### src/rtl/rec_pkg.sv
package rec_pkg;
  localparam int EXTRA_W  = 4;
  localparam int HALF_BIT = 3;  // offset inside the extra field
  localparam int CTRL_BIT = 2;
endpackage

### src/rtl/lane_packer.sv
module lane_packer #(
  parameter int LANES  = 8,
  parameter int LANE_W = 8,
  localparam int HALF_N = LANES / 2,
  localparam int DATA_W = HALF_N * LANE_W,
  localparam int WORD_W = DATA_W + rec_pkg::EXTRA_W
) (
  input  logic [LANES*LANE_W-1:0] lanes,
  input  logic [LANES-1:0]        ctrl,
  output logic [WORD_W-1:0]       lo_word,
  output logic [WORD_W-1:0]       hi_word
);
  logic [1:0][WORD_W-1:0] words;

  for (genvar h = 0; h < 2; h++) begin : g_half
    always_comb begin
      words[h] = '0;
      words[h][DATA_W-1:0] = lanes[h*DATA_W +: DATA_W];
      words[h][DATA_W + rec_pkg::CTRL_BIT] = |ctrl[h*HALF_N +: HALF_N];
      words[h][DATA_W + rec_pkg::HALF_BIT] = (h == 1);
    end
  end

  assign lo_word = words[0];
  assign hi_word = words[1];
endmodule

### src/rtl/ring_ctrl.sv
module ring_ctrl #(
  parameter int ADDR_W = 4
) (
  input  logic              clk,
  input  logic              rst_n,
  input  logic              in_valid,
  input  logic              stop_req,
  input  logic              restart,
  output logic              in_ready,
  output logic              accept,
  output logic              pend_hi,
  output logic              we,
  output logic [ADDR_W-1:0] ptr,
  output logic              frozen,
  output logic              wrapped
);
  logic stop_pend;

  assign in_ready = ~frozen & ~pend_hi & ~stop_pend & ~stop_req;
  assign accept   = in_valid & in_ready;
  assign we       = accept | pend_hi;

  always_ff @(posedge clk or negedge rst_n) begin
    if (!rst_n) begin
      ptr <= '0; frozen <= 1'b0; wrapped <= 1'b0;
      pend_hi <= 1'b0; stop_pend <= 1'b0;
    end else if (frozen) begin
      if (restart) begin
        frozen <= 1'b0; wrapped <= 1'b0; ptr <= '0;
      end
    end else begin
      pend_hi <= accept;
      if (we) begin
        ptr <= ptr + 1'b1;
        if (ptr == {ADDR_W{1'b1}}) wrapped <= 1'b1;
      end
      if ((stop_req | stop_pend) & ~pend_hi) begin
        frozen <= 1'b1; stop_pend <= 1'b0;
      end else if (stop_req) begin
        stop_pend <= 1'b1;
      end
    end
  end

  AST_SECOND_HALF: assert property (@(posedge clk) disable iff (!rst_n)
    accept |=> (we && !in_ready));
  AST_PTR_STEP: assert property (@(posedge clk) disable iff (!rst_n)
    we |=> (ptr == ADDR_W'($past(ptr) + 1'b1)));
  AST_WRAP_STICKY: assert property (@(posedge clk) disable iff (!rst_n)
    (wrapped && !(frozen && restart)) |=> wrapped);
  AST_FROZEN_QUIET: assert property (@(posedge clk) disable iff (!rst_n)
    frozen |-> (!we && !in_ready));
  AST_FROZEN_HOLD: assert property (@(posedge clk) disable iff (!rst_n)
    (frozen && !restart) |=> (frozen && $stable(ptr)));
  AST_RESTART_CLEAR: assert property (@(posedge clk) disable iff (!rst_n)
    (frozen && restart) |=> (!frozen && !wrapped && ptr == '0));
endmodule

### src/rtl/ring_store.sv
module ring_store #(
  parameter int ADDR_W = 4,
  parameter int WORD_W = 36,
  localparam int DEPTH = 1 << ADDR_W
) (
  input  logic              clk,
  input  logic              rst_n,
  input  logic              we,
  input  logic [ADDR_W-1:0] waddr,
  input  logic [WORD_W-1:0] wdata,
  input  logic              rd_en,
  input  logic              rd_ok,
  input  logic [ADDR_W-1:0] raddr,
  output logic [WORD_W-1:0] rdata
);
  logic [WORD_W-1:0] mem [DEPTH];

  always_ff @(posedge clk) begin
    if (we) mem[waddr] <= wdata;
  end

  always_ff @(posedge clk or negedge rst_n) begin
    if (!rst_n)     rdata <= '0;
    else if (rd_en) rdata <= rd_ok ? mem[raddr] : '0;
  end

  AST_RD_IDLE: assert property (@(posedge clk) disable iff (!rst_n)
    (rd_en && !rd_ok) |=> (rdata == '0));
endmodule

### src/rtl/link_ring_recorder.sv
module link_ring_recorder #(
  parameter int LANES  = 8,
  parameter int LANE_W = 8,
  parameter int ADDR_W = 4,
  localparam int WORD_W = (LANES / 2) * LANE_W + rec_pkg::EXTRA_W
) (
  input  logic                    clk,
  input  logic                    rst_n,
  input  logic                    in_valid,
  output logic                    in_ready,
  input  logic [LANES*LANE_W-1:0] in_lanes,
  input  logic [LANES-1:0]        in_ctrl,
  input  logic                    stop_req,
  input  logic                    restart,
  output logic                    mem_we,
  output logic [ADDR_W-1:0]       mem_addr,
  output logic [WORD_W-1:0]       mem_wdata,
  output logic                    frozen,
  output logic                    wrapped,
  output logic [ADDR_W-1:0]       wr_ptr,
  input  logic                    host_rd_en,
  input  logic [ADDR_W-1:0]       host_addr,
  output logic [WORD_W-1:0]       host_rdata
);
  logic [WORD_W-1:0] lo_word, hi_word, hi_q;
  logic accept, pend_hi;

  lane_packer #(.LANES(LANES), .LANE_W(LANE_W)) u_pack (
    .lanes(in_lanes), .ctrl(in_ctrl), .lo_word(lo_word), .hi_word(hi_word));

  ring_ctrl #(.ADDR_W(ADDR_W)) u_ctrl (
    .clk(clk), .rst_n(rst_n), .in_valid(in_valid), .stop_req(stop_req),
    .restart(restart), .in_ready(in_ready), .accept(accept),
    .pend_hi(pend_hi), .we(mem_we), .ptr(wr_ptr), .frozen(frozen),
    .wrapped(wrapped));

  always_ff @(posedge clk or negedge rst_n) begin
    if (!rst_n)      hi_q <= '0;
    else if (accept) hi_q <= hi_word;
  end

  assign mem_addr  = wr_ptr;
  assign mem_wdata = pend_hi ? hi_q : lo_word;

  ring_store #(.ADDR_W(ADDR_W), .WORD_W(WORD_W)) u_store (
    .clk(clk), .rst_n(rst_n), .we(mem_we), .waddr(mem_addr),
    .wdata(mem_wdata), .rd_en(host_rd_en), .rd_ok(frozen),
    .raddr(host_addr), .rdata(host_rdata));

  AST_LO_FIRST: assert property (@(posedge clk) disable iff (!rst_n)
    (in_valid && in_ready) |-> (mem_we && !mem_wdata[WORD_W-1]));
  AST_HI_NEXT: assert property (@(posedge clk) disable iff (!rst_n)
    (in_valid && in_ready) |=> (mem_we && mem_wdata[WORD_W-1]));
endmodule

### config.mk
export PLATFORM = sky130hd
export DESIGN_NAME = link_ring_recorder
export DESIGN_NICKNAME = d
export VERILOG_FILES = /design/src/rtl/rec_pkg.sv /design/src/rtl/lane_packer.sv /design/src/rtl/ring_ctrl.sv /design/src/rtl/ring_store.sv /design/src/rtl/link_ring_recorder.sv
export SDC_FILE = /design/constraint.sdc
export NUM_CORES = 1
export LEC_CHECK = 0
export ABC_AREA = 1
export BUFFER_PORTS_ARGS = -buffer_cell sky130_fd_sc_hd__buf_2
export CAP_MARGIN = 20
export CORE_AREA = 5 5 328 234
export CTS_CLUSTER_DIAMETER = 30
export CTS_CLUSTER_SIZE = 8
export DETAILED_ROUTE_END_ITERATION = 8
export DIE_AREA = 0 0 333 239
export RECOVER_POWER = 25
export SLEW_MARGIN = 15
export SYNTH_ARGS = -nofsm -noshare
export SYNTH_HDL_FRONTEND = slang
export SYNTH_HIERARCHICAL = 1
export SYNTH_SLANG_ARGS = --single-unit
### constraint.sdc
create_clock -name clk -period 4 [get_ports clk]
set_input_delay 0 -clock clk [delete_from_list [all_inputs] [get_ports clk]]
set_output_delay 0 -clock clk [all_outputs]
set_load 0.005 [all_outputs]
==> key figures <==
Global routing
  – First-pass GRT wire length: 113 mm
  – Vias in the first global route: 18800
  – Initial antenna violation count: 3
  – GRT Resource Usage Total: 0.183
  – Largest net degree at the start of global routing: 209
  – GRT overflow: 0

Drt
  – Vias: 19700
  – Via/cell ratio: 4.76
  – WL final: 73.4 mm
  – Drt first pass iters: 5
  – Wire per inst: 17.8 µm
  – Final ANT Viol Nets: 0
  – Initial drt markers: 1458
  – # DRC: 0

Placed design
  – DP HPWL: 40.4 mm
  – Pre-CTS WS: 1.34 ns
  – Number of cells after detailed placement: 3878
  – Routability Congestion: 0.741
  – PortBufs: 165

STA
  – Setup_tns: 0 ns
  – Worst Slack Setup Final: 0.846 ns
  – Hold Slack: 0.0444 ns
  – Headroom to the max-slew limit: -0.413
  – Clock Skews: 0.0259 ns
  – Highest clock rate: 317 MHz
  – Fin crit period: 3.15 ns
  – Worst Tran Pin Value: 2.12 ns
  – RSZ-0062 raised after global routing: false
  – Fin. Hold Viols: 0
  – Max Slew Vio Count: 98
  – Final setup vio count: 0
  – Tcrit/Tclk final: 0.789

Power
  – Design internal power: 15.8 mW
  – Clock Power Share: 0.447
  – Worst IR Drop VDD: 0.000376 V
  – Sw Pwr: 5.72 mW
  – Reg power frac: 0.419
  – Combinational Power Share: 0.134
  – Lkg Pwr: 15.2 nW
  – Sw Ratio: 0.266
  – Power per Cell Area: 626 nW/µm²

Setup path
  – CP Class: reg2reg
  – CP max stage cell: nor2_1
  – Max FO, Critical Path: 14
  – Sequence of cells on the critical path: nor2_1 > nand3_1 > nand2_4 > nand3_1 > nor2_1 > buf_4
  – Worst EP arrival: 3.49 ns
  – Family with the most delay on the worst path: simple AND/OR/NAND/NOR gates
  – Levels on crit path: 6
  – Setup crit start kind: register
  – CP Capture Type: register
  – CP endpoint: u_store/mem[13][6]
  – R2r setup slk: 0.85 ns
  – CP peak stage delay: 1.01 ns
  – Reg2reg start: u_ctrl/pend_hi
  – Worst setup path start: u_ctrl/pend_hi
  – Reg2reg path depth: 6
  – Worst path bufs/invs: 1
  – CP required: 4.33 ns
  – Reg-to-Reg End: u_store/mem[13][6]

Clock tree
  – Post-CTS Setup Inserts: 0
  – CTS Hold Bufs: 41
  – Clock Latency Late Sink: 0.68 ns
  – Clock buffer count from CTS: 117
  – Root Driver: clkbuf_16
  – Clock slew at reported path FFs: 0.05 ns
  – # H-tree levels: 3
  – CTS Sinks: 656
  – CTS tree: built
  – Clock Tree Buf Depth: 3
  – Post_cts resized: 0

Logic synthesis
  – Yosys reg bits: 656
  – Synth unique cells: 29
  – Seq/Total Area, Yosys: 0.665
  – Mapped Cells: 2894
  – Syn Std Cell Area: 29000 µm²
  – Syn avg cell area: 10.0 µm²
  – Synth warn: 6

Floorplan
  – Row Count: 84
  – Core Region: 73800 µm²
  – I/O pins: 166
  – Starting Density: 0.393
  – DIE WIDTH: 333 µm
  – Die area: 79600 µm²
  – Die height: 239 µm

Hold path
  – HP Class: in2reg

Finish
  – Most common cell after layout, fill and taps aside: nand2_1
  – Final-layout fill cell count: 6781
  – # diodes: 0
  – Share of layout cells above drive strength 1: 0.116
  – Synth-to-Final Area Change: 18.4%
  – Non-filler cells, final: 4131
  – Most frequent cells in the layout: 1088 x nand2_1, 576 x edfxtp_1, 441 x nand3_1
  – Fin nets: 3132

Job
  – Maximum Capacitance Violations: 3

Run status
  – Status: finished, violations left
  – Failing checks: capacitance limit, slew limit
==> cell families after synthesis <==
kind of cell / Yosys count / share of synthesized area
AND/OR/NAND/NOR: 1574 / 0.226
adder cells (fa/ha/maj): 1 / 0.000431
XOR/XNOR: 1 / 0.000302
other: 2 / 0.000259
buffers and inverters: 657 / 0.107
flip-flops: 656 / 0.665
AO/OA/AOI/OAI: 3 / 0.000518
==> worst reg2reg max path, cell delays in order (launching register included) <==
cell,delay (ns)
dfrtp_1,0.54
nor2_1,0.20
nand3_1,0.19
nand2_4,0.16
nand3_1,0.28
nor2_1,1.01
buf_4,0.43
==> state kept, by name, indices dropped and copies added, names as in the netlist <==
register	flops
u_store/mem	576
hi_q	36
u_store/rdata	36
u_ctrl/ptr	4
u_ctrl/frozen	1
u_ctrl/pend_hi	1
u_ctrl/stop_pend	1
u_ctrl/wrapped	1
==> worst min path at each step <==
stage,depth (start not counted),slack (ns),startpoint,endpoint
floorplan,0,-0.30,rst_n,hi_q[0]
global placement,1,-0.06,rst_n,hi_q[21]
detailed placement,1,-0.06,rst_n,hi_q[22]
CTS,3,0.02,rst_n,u_store/rdata[22]
global route,4,0.05,in_lanes[45],hi_q[13]
finish,3,0.04,in_lanes[24],u_store/mem[3][24]
==> stage by stage <==
| step | util | power [mW] | cell area [µm²] |
|---|---|---|---|
| floorplan | - | 10.8 | 29000 |
| global placement | 0.409 | 12.1 | 30200 |
| detailed placement | 0.409 | 12.1 | 30200 |
| CTS | 0.467 | 21.8 | 34500 |
| global route | 0.466 | 22.5 | 34300 |
| finish | 0.466 | 21.5 | 34300 |
==> power groups by stage <==
stage	registers, mW	logic (mW)	clock network (mW)
3_3_place_gp	9.12	2.96	0
2_1_floorplan	9.06	1.77	0
6_report	9.01	2.88	9.62
3_5_place_dp	9.13	2.98	0
5_1_grt	9.07	3.26	10.2
4_1_cts	9.01	3.03	9.79
==> area by class of cell <==
type	count	area, µm²	share of cell area
multi-input cells	1585	6690	0.195
well taps	989	1240	0.0360
flip-flops and latches	656	19300	0.562
repair buffers	242	1560	0.0454
clock buffers	152	3130	0.0912
inverters	447	1710	0.0497
clock inverters	60	728	0.0212
==> Yosys cell counts (all sizes together) <==
master | count | share of area
buf | 187 | 0.045
ha | 1 | 0.00043
o21ai | 3 | 0.00052
bufinv | 1 | 0.00060
clkbuf | 23 | 0.0030
nand3b | 3 | 0.00078
nor3 | 3 | 0.00052
nand2 | 1101 | 0.14
inv | 443 | 0.058
edfxtp | 576 | 0.60
clkinv | 3 | 0.00039
conb | 2 | 0.00026
dfrtp | 80 | 0.069
nand3 | 441 | 0.076
xor2 | 1 | 0.00030
nor2 | 26 | 0.0035
==> routing by layer <==
metal  vias up  GRT usage  part of all wire
li1       9506          -                 -
met1      9379      0.271              0.48
met2       652      0.278              0.44
met3       116     0.0379             0.064
met4         2     0.0440             0.018
met5         -          0           0.00014
No activity file was read; power rests on OpenSTA's default activity.
